File: src/rtl/shmem_pkg.sv
package shmem_pkg;
    timeunit 1ns;
    timeprecision 1ps;

    // build-time variant of the access combiner
    typedef enum logic {
        ARB_ROTATE = 1'b0,
        ARB_MERGE  = 1'b1
    } arb_mode_e;

    // per-requester record of where last cycle's read went
    typedef struct packed {
        logic hit;   // a read was granted last cycle
        logic port;  // RAM port that served it
    } route_t;

    // next index in a ring of n entries
    function automatic int wrap_inc(input int idx, input int n);
        return (idx + 1 >= n) ? 0 : idx + 1;
    endfunction
endpackage

File: src/rtl/shmem_rr_pick.sv
module shmem_rr_pick #(
    parameter int N  = 4,
    parameter int PW = 2
) (
    input  logic [N-1:0]  req_i,
    input  logic [PW-1:0] ptr_i,
    output logic [N-1:0]  gnt_o,
    output logic [PW-1:0] idx_o,
    output logic          found_o
);
    timeunit 1ns;
    timeprecision 1ps;

    // first set bit of req_i scanning upward from ptr_i with wrap
    always_comb begin
        int slot;
        gnt_o   = '0;
        idx_o   = '0;
        found_o = 1'b0;
        slot    = 0;
        for (int k = 0; k < N; k++) begin
            slot = int'(ptr_i) + k;
            if (slot >= N) slot = slot - N;
            if (!found_o && req_i[slot]) begin
                found_o     = 1'b1;
                gnt_o[slot] = 1'b1;
                idx_o       = PW'(slot);
            end
        end
    end
endmodule

File: src/rtl/shmem_port_mux.sv
module shmem_port_mux #(
    parameter int N  = 4,
    parameter int AW = 6,
    parameter int DW = 32
) (
    input  logic [N-1:0]    gnt_i,
    input  logic [N-1:0]    we_i,
    input  logic [N*AW-1:0] addr_i,
    input  logic [N*DW-1:0] wdata_i,
    output logic            en_o,
    output logic            we_o,
    output logic [AW-1:0]   addr_o,
    output logic [DW-1:0]   wdata_o
);
    timeunit 1ns;
    timeprecision 1ps;

    // AND-OR combine: with a one-hot or empty select this is a mux,
    // and in merge mode it is the plain OR of the quiet-zero requesters
    always_comb begin
        en_o    = |gnt_i;
        we_o    = 1'b0;
        addr_o  = '0;
        wdata_o = '0;
        for (int i = 0; i < N; i++) begin
            we_o    = we_o    | (we_i[i] & gnt_i[i]);
            addr_o  = addr_o  | (addr_i[i*AW +: AW]  & {AW{gnt_i[i]}});
            wdata_o = wdata_o | (wdata_i[i*DW +: DW] & {DW{gnt_i[i]}});
        end
    end
endmodule

File: src/rtl/shmem_dpram.sv
module shmem_dpram #(
    parameter int AW = 6,
    parameter int DW = 32
) (
    input  logic          clk,
    input  logic          a_en,
    input  logic          a_we,
    input  logic [AW-1:0] a_addr,
    input  logic [DW-1:0] a_wdata,
    output logic [DW-1:0] a_rdata,
    input  logic          b_en,
    input  logic          b_we,
    input  logic [AW-1:0] b_addr,
    input  logic [DW-1:0] b_wdata,
    output logic [DW-1:0] b_rdata
);
    timeunit 1ns;
    timeprecision 1ps;

    localparam int DEPTH = 1 << AW;

    logic [DW-1:0] store [DEPTH];

    // port B is applied after port A, so B wins a same-address write;
    // reads see the contents from before this edge
    always_ff @(posedge clk) begin
        if (a_en) begin
            if (a_we) store[a_addr] <= a_wdata;
            else      a_rdata       <= store[a_addr];
        end
        if (b_en) begin
            if (b_we) store[b_addr] <= b_wdata;
            else      b_rdata       <= store[b_addr];
        end
    end
endmodule

File: src/rtl/shmem_arbiter.sv
module shmem_arbiter
    import shmem_pkg::*;
#(
    parameter int        NREQ   = 4,
    parameter int        ADDR_W = 6,
    parameter int        DATA_W = 32,
    parameter arb_mode_e MODE   = ARB_ROTATE
) (
    input  logic                     clk,
    input  logic                     rst,
    input  logic [NREQ-1:0]          req_en_i,
    input  logic [NREQ-1:0]          req_we_i,
    input  logic [NREQ*ADDR_W-1:0]   req_addr_i,
    input  logic [NREQ*DATA_W-1:0]   req_wdata_i,
    output logic [NREQ*DATA_W-1:0]   req_rdata_o,
    output logic [NREQ-1:0]          req_stall_o
);
    timeunit 1ns;
    timeprecision 1ps;

    localparam int NPORT = 2;
    localparam int PW    = (NREQ > 1) ? $clog2(NREQ) : 1;

    logic [NREQ-1:0]   gnt      [NPORT];
    logic [NREQ-1:0]   served;
    logic [NPORT-1:0]  ram_en;
    logic [NPORT-1:0]  ram_we;
    logic [ADDR_W-1:0] ram_addr [NPORT];
    logic [DATA_W-1:0] ram_wd   [NPORT];
    logic [DATA_W-1:0] ram_rd   [NPORT];
    route_t            route_q  [NREQ];

    generate
        if (MODE == ARB_ROTATE) begin : g_rotate
            logic [PW-1:0]    ptr_q;
            logic [NREQ-1:0]  avail    [NPORT];
            logic [PW-1:0]    pick_idx [NPORT];
            logic [NPORT-1:0] pick_ok;
            logic [PW-1:0]    last_idx;

            assign avail[0] = req_en_i;

            // each port searches from the same pointer among what the
            // earlier ports left, giving the first two in rotation order
            for (genvar p = 0; p < NPORT; p++) begin : g_pick
                shmem_rr_pick #(.N(NREQ), .PW(PW)) u_pick (
                    .req_i   (avail[p]),
                    .ptr_i   (ptr_q),
                    .gnt_o   (gnt[p]),
                    .idx_o   (pick_idx[p]),
                    .found_o (pick_ok[p])
                );
                if (p + 1 < NPORT) begin : g_chain
                    assign avail[p+1] = avail[p] & ~gnt[p];
                end
            end

            // last granted in rotation order is the highest port that found one
            always_comb begin
                last_idx = pick_idx[0];
                for (int p = 1; p < NPORT; p++) begin
                    if (pick_ok[p]) last_idx = pick_idx[p];
                end
            end

            always_ff @(posedge clk) begin
                if (rst)           ptr_q <= '0;
                else if (|pick_ok) ptr_q <= PW'(wrap_inc(int'(last_idx), NREQ));
            end

            // the two ports never serve the same requester
            assert_disjoint_R3: assert property (@(posedge clk) disable iff (rst)
                (gnt[0] & gnt[1]) == '0);

            if (NREQ <= 4) begin : g_bound
                for (genvar i = 0; i < NREQ; i++) begin : g_req
                    assert_next_cycle_R7: assert property (@(posedge clk) disable iff (rst)
                        req_stall_o[i] |=> (!req_en_i[i] || !req_stall_o[i]));
                end
            end
        end else begin : g_merge
            // requesters never overlap: everything merges onto port 0
            assign gnt[0] = req_en_i;
            for (genvar p = 1; p < NPORT; p++) begin : g_idle
                assign gnt[p] = '0;
            end
        end
    endgenerate

    generate
        for (genvar p = 0; p < NPORT; p++) begin : g_port
            shmem_port_mux #(.N(NREQ), .AW(ADDR_W), .DW(DATA_W)) u_mux (
                .gnt_i   (gnt[p]),
                .we_i    (req_we_i),
                .addr_i  (req_addr_i),
                .wdata_i (req_wdata_i),
                .en_o    (ram_en[p]),
                .we_o    (ram_we[p]),
                .addr_o  (ram_addr[p]),
                .wdata_o (ram_wd[p])
            );
        end
    endgenerate

    shmem_dpram #(.AW(ADDR_W), .DW(DATA_W)) u_ram (
        .clk     (clk),
        .a_en    (ram_en[0]),
        .a_we    (ram_we[0]),
        .a_addr  (ram_addr[0]),
        .a_wdata (ram_wd[0]),
        .a_rdata (ram_rd[0]),
        .b_en    (ram_en[1]),
        .b_we    (ram_we[1]),
        .b_addr  (ram_addr[1]),
        .b_wdata (ram_wd[1]),
        .b_rdata (ram_rd[1])
    );

    always_comb begin
        served = '0;
        for (int p = 0; p < NPORT; p++) served = served | gnt[p];
    end

    assign req_stall_o = req_en_i & ~served;

    // remember which granted reads to hand data back to next cycle
    always_ff @(posedge clk) begin
        for (int i = 0; i < NREQ; i++) begin
            if (rst) begin
                route_q[i] <= '0;
            end else begin
                route_q[i].hit  <= served[i] & ~req_we_i[i];
                route_q[i].port <= gnt[1][i];
            end
        end
    end

    always_comb begin
        for (int i = 0; i < NREQ; i++) begin
            if (!route_q[i].hit)     req_rdata_o[i*DATA_W +: DATA_W] = '0;
            else if (route_q[i].port) req_rdata_o[i*DATA_W +: DATA_W] = ram_rd[1];
            else                     req_rdata_o[i*DATA_W +: DATA_W] = ram_rd[0];
        end
    end

    assert_grant_limit_R2: assert property (@(posedge clk) disable iff (rst)
        $countones(req_en_i & ~req_stall_o) <= NPORT);

    assert_light_load_R2: assert property (@(posedge clk) disable iff (rst)
        ($countones(req_en_i) <= NPORT) |-> (req_stall_o == '0));

    generate
        for (genvar i = 0; i < NREQ; i++) begin : g_quiet
            assert_rdata_quiet_R6: assert property (@(posedge clk) disable iff (rst)
                !(req_en_i[i] && !req_stall_o[i] && !req_we_i[i])
                |=> (req_rdata_o[i*DATA_W +: DATA_W] == '0));
        end
    endgenerate
endmodule

File: config.mk
export PLATFORM = sky130hd
export DESIGN_NAME = shmem_arbiter
export DESIGN_NICKNAME = d
export VERILOG_FILES = /design/src/rtl/shmem_pkg.sv /design/src/rtl/shmem_rr_pick.sv /design/src/rtl/shmem_port_mux.sv /design/src/rtl/shmem_dpram.sv /design/src/rtl/shmem_arbiter.sv
export SDC_FILE = /design/constraint.sdc
export NUM_CORES = 2
export LEC_CHECK = 0
export BUFFER_PORTS_ARGS = -buffer_cell sky130_fd_sc_hd__buf_2
export CAP_MARGIN = 20
export CORE_AREA = 2 2 695 697
export CTS_BUF_LIST = sky130_fd_sc_hd__clkbuf_4 sky130_fd_sc_hd__clkbuf_8 sky130_fd_sc_hd__clkbuf_16
export DETAILED_ROUTE_END_ITERATION = 8
export DIE_AREA = 0 0 697 699
export GPL_ROUTABILITY_DRIVEN = 0
export PLACE_DENSITY = 0.37
export SYNTH_ARGS = -nofsm -noshare
export SYNTH_HDL_FRONTEND = slang
export SYNTH_SLANG_ARGS = --single-unit
File: constraint.sdc
create_clock -name clk -period 8.75 [get_ports clk]
set_input_delay 0.875 -clock clk [delete_from_list [all_inputs] [get_ports clk]]
set_output_delay 0.875 -clock clk [all_outputs]
set_load 0.01 [all_outputs]
## After elaboration in Yosys (flattened, before gate mapping)

Memories as Yosys holds them, arrays and structs flattened. A register that Yosys moved wholly into a read port is not among the register bits.
Index checks and enable logic that the tools add are counted.

- Register bits after elaboration: 2
- Latch bits: 0
- RAM bits: 2056
- ROM bits: 0
- Input bits: 162
- Output and inout bits: 132
- Logic and storage cells: 203
- Memories kept: 2

- $add $sub $neg: 8
- Multiply operators: 0
- Divide/modulo/power cells: 0
- Magnitude comparators: 13
- Equal/unequal tests: 0
- Shifts and indexed selects: 0
- Mux-type cells: 87
- Bitwise gates (word level): 71
- Reduce and logical (&&, ||, !) cells: 21

Memory list:

| memory | depth | bits a word | rd ports | clocked after Yosys merged registers in | wr ports | line | source |
|---|---|---|---|---|---|---|---|
| u_ram.store | 64 | 32 | 2 | 2 | 2 | shmem_dpram.sv:22 | `logic [DW-1:0] store [DEPTH];` |
| route_q | 4 | 2 | 4 | 0 | 4 | shmem_arbiter.sv:31 | `route_t route_q [NREQ];` |

Operators with widths:

| cell | count |
|---|---|
| $mux W32 | 12 |
| $and A32 B32 Y32 | 8 |
| $or A32 B32 Y32 | 6 |
| $ge A32 B1 Y1 const B | 4 |
| $lt A32 B4 Y1 const B | 4 |
| $ge A32 B4 Y1 const B | 3 |
| $sub A32 B4 Y32 const B | 3 |
| $and A6 B6 Y6 | 8 |
| $mux W1 | 45 |
| $or A6 B6 Y6 | 6 |
| $mux W4 | 8 |
| $or A4 B4 Y4 | 7 |
| $mux W2 | 10 |
| $bmux W1 S2 | 8 |
| $or A1 B1 Y1 | 14 |
| $and A1 B1 Y1 | 12 |
| $logic_and A1 B1 Y1 | 10 |
| $and A4 B4 Y4 | 2 |
| $demux W1 S2 | 4 |
| $not A4 Y4 | 2 |
| $reduce_or A4 Y1 | 2 |
| $add A2 B1 Y3 const B | 2 |
| $add A2 B2 Y3 const B | 2 |
| $logic_not A1 Y1 | 6 |
| 6 further kinds | 12 |

## Longest topological paths before layout

- Depth in word-level cells: 37
- Gate-level depth with buffers: 25
- Mapped depth without buffers: 16

## Cells and area by module

From an unflattened synthesis, not the netlist that was laid out.

- Cell total of the unflattened synthesis: 10286
- Area total of the unflattened synthesis: 129636.8 µm²

By module, submodules not included:

| module | times used | cells an instance | area each (µm²) | sequential area each (µm²) |
|---|---|---|---|---|
| shmem_dpram | 1 | 9597 | 124246.7 | 63420.8 |
| shmem_arbiter | 1 | 325 | 2792.7 | 200.2 |
| shmem_port_mux | 2 | 134 | 838.3 | 0.0 |
| shmem_rr_pick | 2 | 48 | 460.4 | 0.0 |

## Worst setup path before layout

OpenSTA, ideal clock, no wires.

- Path type: register to register
- From: register g_rotate.ptr_q[1]
- To: memory u_ram.store[6][0] (enable)
- Setup time: 0.472 ns
- Arrival: 6.641 ns
- Required time: 8.278 ns
- Setup slack: 1.637 ns
- Cell stages (with the launch flop): 18
- Buffers on the path: 6
- Period minus slack after synthesis: 7.113 ns
- Cells stage by stage: dfxtp_1 > buf_2 > clkbuf_1 > inv_1 > ha_1 > buf_6 > mux2_4 > and3_1 > a2111oi_2 > o21ai_0 > clkbuf_1 > a22oi_1 > nand2_1 > clkbuf_1 > nor2_1 > clkbuf_1 > nand2_1 > o32ai_1

RTL lines:

| item | line | source |
|---|---|---|
| start, declared | shmem_arbiter.sv:35 | `logic [PW-1:0] ptr_q;` |
| start signal, assigned | shmem_arbiter.sv:68 | `else if (\|pick_ok) ptr_q <= PW'(wrap_inc(int'(last_idx), NREQ));` |
| end, declared | shmem_dpram.sv:22 |  |

## Final worst setup path

- From: register g_rotate.ptr_q[0]
- To: register u_ram.b_rdata[26], read port of u_ram.store (data pin)

- Word-level cells in the longest chain between the ends: 36
- Elaborated cells on any way between the ends: 110
- Classes of those cells: add/sub (7); order compare (12); mux (50); bitwise (23); reduce/logical (18)

Ends and longest elaborated chain:

| item | line | source |
|---|---|---|
| branches (longest 29 deep; another with $sub A32 B4 Y32) | n/a |  |
| $mux W4 (*) | shmem_rr_pick.sv:24 | `if (!found_o && req_i[slot]) begin` |
| $and A1 B1 Y1 | shmem_port_mux.sv:26 | `we_o = we_o \| (we_i[i] & gnt_i[i]);` |
| $or A1 B1 Y1 (3 in a row) | shmem_port_mux.sv:26 |  |
| $not A1 Y1 (no source line) | n/a |  |
| $reduce_and A2 Y1 (no source line) | n/a |  |
| end, declared | shmem_dpram.sv:15 | `output logic [DW-1:0] b_rdata` |

Mark *: on every way between the ends. The select of a mux whose other input is x is not followed.
A chain may end at the register's enable or synchronous reset.

==> report_table.html <==
<table>
<tr><th>Metric</th><th>Value</th></tr>
<tr><th colspan="2">Timing</th></tr>
<tr><td>Final-layout setup total negative slack</td><td>0 ps</td></tr>
<tr><td>Clock Skew</td><td>67.3 ps</td></tr>
<tr><td>Period utilization</td><td>95.5%</td></tr>
<tr><td>Final setup violation count</td><td>0</td></tr>
<tr><td>Count of pins over their slew limit</td><td>0</td></tr>
<tr><td>Hold WS</td><td>262 ps</td></tr>
<tr><td>Transition time at the pin with the least slew margin</td><td>1300 ps</td></tr>
<tr><td>RSZ-0062 raised after global routing</td><td>false</td></tr>
<tr><td>Count of endpoints failing hold in the final timing report</td><td>0</td></tr>
<tr><td>Achievable frequency</td><td>120 MHz</td></tr>
<tr><td>Final critical path time including I/O delays and setup</td><td>8360 ps</td></tr>
<tr><td>Max-Slew Margin vs Limit</td><td>12.1%</td></tr>
<tr><th colspan="2">Hold path</th></tr>
<tr><td>Min-Delay Path Class</td><td>in2reg</td></tr>
<tr><th colspan="2">Clock network</th></tr>
<tr><td>Worst-path clk slew</td><td>70 ps</td></tr>
<tr><td>CTS root buf</td><td>sky130_fd_sc_hd__clkbuf_16</td></tr>
<tr><td>Worst-skew pair later-pin latency</td><td>990 ps</td></tr>
<tr><td>Clock tree from TritonCTS</td><td>built</td></tr>
<tr><td>Setup Fix Bufs, Post-CTS</td><td>0</td></tr>
<tr><td>CTS sink cnt</td><td>2122</td></tr>
<tr><td>Maximum level of the CTS H-tree</td><td>5</td></tr>
<tr><td>Clock buffer count from CTS</td><td>274</td></tr>
<tr><td>Post-cts repair resize count</td><td>0</td></tr>
<tr><td>Hold buffers post-CTS</td><td>0</td></tr>
<tr><td>Maximum count of clock buffers along a single path</td><td>4</td></tr>
<tr><th colspan="2">Floorplanning</th></tr>
<tr><td>Num rows</td><td>255</td></tr>
<tr><td>Initial core utilization</td><td>24.9%</td></tr>
<tr><td>Number of top-level design ports</td><td>294</td></tr>
<tr><td>Die Ht</td><td>699 um</td></tr>
<tr><td>Die width</td><td>697 um</td></tr>
<tr><td>Die footprint</td><td>487000 sq um</td></tr>
<tr><td>Area inside the core boundary</td><td>480000 sq um</td></tr>
<tr><th colspan="2">Setup path</th></tr>
<tr><td>Worst path required time</td><td>9470 ps</td></tr>
<tr><td>Kind of critical path</td><td>reg2reg</td></tr>
<tr><td>Data arrival time of the critical path</td><td>9080 ps</td></tr>
<tr><td>Highest fanout seen on the critical path</td><td>90</td></tr>
<tr><td>Element type at the critical path start</td><td>flip-flop</td></tr>
<tr><td>Critical Path End Type</td><td>flip-flop</td></tr>
<tr><th colspan="2">Layout</th></tr>
<tr><td>Leading cell type in the layout, fill and taps excluded</td><td>sky130_fd_sc_hd__a21oi_1</td></tr>
<tr><td>Fin area</td><td>143000 sq um</td></tr>
<tr><td>Post-layout utilization of the core</td><td>29.9%</td></tr>
<tr><td>Layout Area Growth over Synthesis</td><td>20.1%</td></tr>
<tr><td>Most frequent cells in the layout</td><td>sky130_fd_sc_hd__a21oi_1, sky130_fd_sc_hd__edfxtp_1, sky130_fd_sc_hd__nor2_1</td></tr>
<tr><td>Nets</td><td>11.8k</td></tr>
<tr><td>Share of post-route cells with drive strength above 1</td><td>18.6%</td></tr>
<tr><th colspan="2">Route</th></tr>
<tr><td>DR iter-0 viols</td><td>21.6k</td></tr>
<tr><td>Vias after detailed routing</td><td>114k</td></tr>
<tr><td>Avg Vias per Cell</td><td>6.21</td></tr>
<tr><td>Aggregate routed wire length</td><td>777 mm</td></tr>
<tr><td>Router iterations before antenna repair</td><td>8</td></tr>
<tr><td>Routed length per placed instance</td><td>42.4 um</td></tr>
<tr><td>Remaining DRCs</td><td>0</td></tr>
<tr><td>Antenna-violating nets left</td><td>0</td></tr>
<tr><th colspan="2">GRT</th></tr>
<tr><td>Maximum number of pins on one net before global-route repair</td><td>91</td></tr>
<tr><td>Total routing usage reported by global routing</td><td>30.5%</td></tr>
<tr><td>First-pass GRT wire length</td><td>1010 mm</td></tr>
<tr><td>Antenna violations before repair</td><td>89</td></tr>
<tr><td>Total gr overflow</td><td>0</td></tr>
<tr><td>Via count of the first global-routing pass</td><td>103k</td></tr>
<tr><th colspan="2">Yosys</th></tr>
<tr><td>Post-Synthesis Mean Instance Area</td><td>10.2 sq um</td></tr>
<tr><td>Unique masters post-synth</td><td>86</td></tr>
<tr><td>Prevailing post-synth register cell</td><td>sky130_fd_sc_hd__edfxtp_1</td></tr>
<tr><td>Fraction of post-synthesis cell area in the top cell type by area</td><td>53.1%</td></tr>
<tr><td>Fraction of synthesis flops using an asynchronous set or reset pin</td><td>0%</td></tr>
<tr><td>Net count after synthesis</td><td>11.8k</td></tr>
<tr><td>Post-synth top area cell</td><td>sky130_fd_sc_hd__edfxtp_1</td></tr>
<tr><td>Yosys synthesis warning count</td><td>0</td></tr>
<tr><td>Cell area after technology mapping</td><td>119000 sq um</td></tr>
<tr><td>Number of enable-type register cells in the synthesized netlist</td><td>2112</td></tr>
<tr><td>Sequential cell area fraction in the yosys report</td><td>53.3%</td></tr>
<tr><td>Cell types with the largest area share after synthesis</td><td>sky130_fd_sc_hd__edfxtp_1, sky130_fd_sc_hd__a21oi_1, sky130_fd_sc_hd__nor2_1</td></tr>
<tr><td>Number of synthesized register bits</td><td>2122</td></tr>
<tr><td>Synthesized netlist cell count</td><td>11.7k</td></tr>
<tr><th colspan="2">Run status</th></tr>
<tr><td>Run status</td><td>finished clean</td></tr>
<tr><th colspan="2">Flow run</th></tr>
<tr><td>Maxcap violations</td><td>0</td></tr>
<tr><th colspan="2">Placed design</th></tr>
<tr><td>Placed Instance Area</td><td>134000 sq um</td></tr>
<tr><td>Count of input and output buffers</td><td>293</td></tr>
<tr><td>HPWL after detailed placement</td><td>514 mm</td></tr>
</table>
layer usage:
metal | global-route usage, % | up-vias | part of all wire (%)
met2 | 44.3 | 9579 | 42
met3 | 10.2 | 1854 | 13
li1 | - | 44700 | -
met4 | 16.8 | 52 | 6.4
met5 | 0 | - | 0.066
met1 | 39.6 | 57600 | 39
cell usage after synthesis, types with 15 or more instances:
library cell,number
sky130_fd_sc_hd__o21ai_0,74
sky130_fd_sc_hd__o211ai_1,29
sky130_fd_sc_hd__a22o_1,232
sky130_fd_sc_hd__a211oi_1,80
sky130_fd_sc_hd__a221oi_1,218
sky130_fd_sc_hd__nand4_1,139
sky130_fd_sc_hd__and3_1,68
sky130_fd_sc_hd__a31oi_1,201
sky130_fd_sc_hd__nor2_2,24
sky130_fd_sc_hd__a32oi_1,47
sky130_fd_sc_hd__clkbuf_1,908
sky130_fd_sc_hd__nor2b_1,133
sky130_fd_sc_hd__nor2_1,2147
sky130_fd_sc_hd__a22oi_1,934
sky130_fd_sc_hd__a41oi_1,20
sky130_fd_sc_hd__a21oi_1,2156
sky130_fd_sc_hd__mux2_2,24
sky130_fd_sc_hd__a311oi_1,41
sky130_fd_sc_hd__o2111ai_1,25
sky130_fd_sc_hd__buf_4,27
sky130_fd_sc_hd__mux4_2,280
sky130_fd_sc_hd__o221ai_1,17
sky130_fd_sc_hd__edfxtp_1,2112
sky130_fd_sc_hd__nor3_1,48
sky130_fd_sc_hd__buf_1,158
sky130_fd_sc_hd__o22ai_1,67
sky130_fd_sc_hd__buf_2,311
sky130_fd_sc_hd__mux2i_1,172
sky130_fd_sc_hd__nand3_1,203
sky130_fd_sc_hd__nand2_1,477
sky130_fd_sc_hd__o21bai_1,15
sky130_fd_sc_hd__nor4_1,46
sequential cells by signal (all words and copies together), names as in the netlist:
name and cells:
u_ram.store 2048, u_ram.a_rdata 32, g_rotate.ptr_q 2, route_q 8, u_ram.b_rdata 32
per-stage QoR:
stage / worst slack (ps) / std cells
finish: 391 / 18300
global route: 283 / 18300
detailed placement: 793 / 17800
CTS: 814 / 18300
floorplan: 1640 / 11700
global placement: 389 / 17800
worst paths after layout:
| check | to | from | slack [ps] | cells past startpoint |
|---|---|---|---|---|
| setup / recovery | u_ram.b_rdata[26] | g_rotate.ptr_q[0] | 390 | 18 |
| hold / removal | route_q[0][1] | req_we_i[0] | 260 | 2 |
| setup reg to reg | u_ram.b_rdata[26] | g_rotate.ptr_q[0] | 390 | 18 |
| hold reg to reg | g_rotate.ptr_q[1] | g_rotate.ptr_q[1] | 780 | 3 |
critical path: stages (launching register included):
cell	delay, ps
sky130_fd_sc_hd__dfxtp_1	350
sky130_fd_sc_hd__inv_2	120
sky130_fd_sc_hd__ha_1	700
sky130_fd_sc_hd__mux2_2	440
sky130_fd_sc_hd__and3_1	190
sky130_fd_sc_hd__a2111oi_2	740
sky130_fd_sc_hd__o211ai_1	310
sky130_fd_sc_hd__and4_1	350
sky130_fd_sc_hd__a31oi_1	330
sky130_fd_sc_hd__a211oi_1	180
sky130_fd_sc_hd__a2111oi_4	860
sky130_fd_sc_hd__nand2_4	530
sky130_fd_sc_hd__buf_12	400
sky130_fd_sc_hd__buf_12	250
sky130_fd_sc_hd__buf_4	410
sky130_fd_sc_hd__mux4_2	290
sky130_fd_sc_hd__a22oi_1	210
sky130_fd_sc_hd__o2111ai_1	470
sky130_fd_sc_hd__or4b_1	670
final cells by class:
cell class,count,area [sq um]
multi-input combinational,8109,52300
clock inverter,149,1380
clock buffer,348,7550
fill,49000,337000
antenna,37,92.6
inverter,14,52.6
sequential,2122,63600
tap,6425,8040
timing repair buffer,1122,10300
kinds of logic (layout without fill, tap and decap cells):
kind of cell	count (synthesis)	in the layout	share of synthesized area [%]
mux	490	490	7.12
buf+inv	1428	1633	4.96
xor+xnor	1	1	0.00734
other cells	0	37	0
flops	2122	2122	53.3
simple gates	3361	3361	12.0
fa+ha+maj	4	4	0.0419
compound gates	4253	4253	22.6
Power is not shown: default switching activity piles up to over one toggle a cycle in this logic, so the estimate is an artifact.
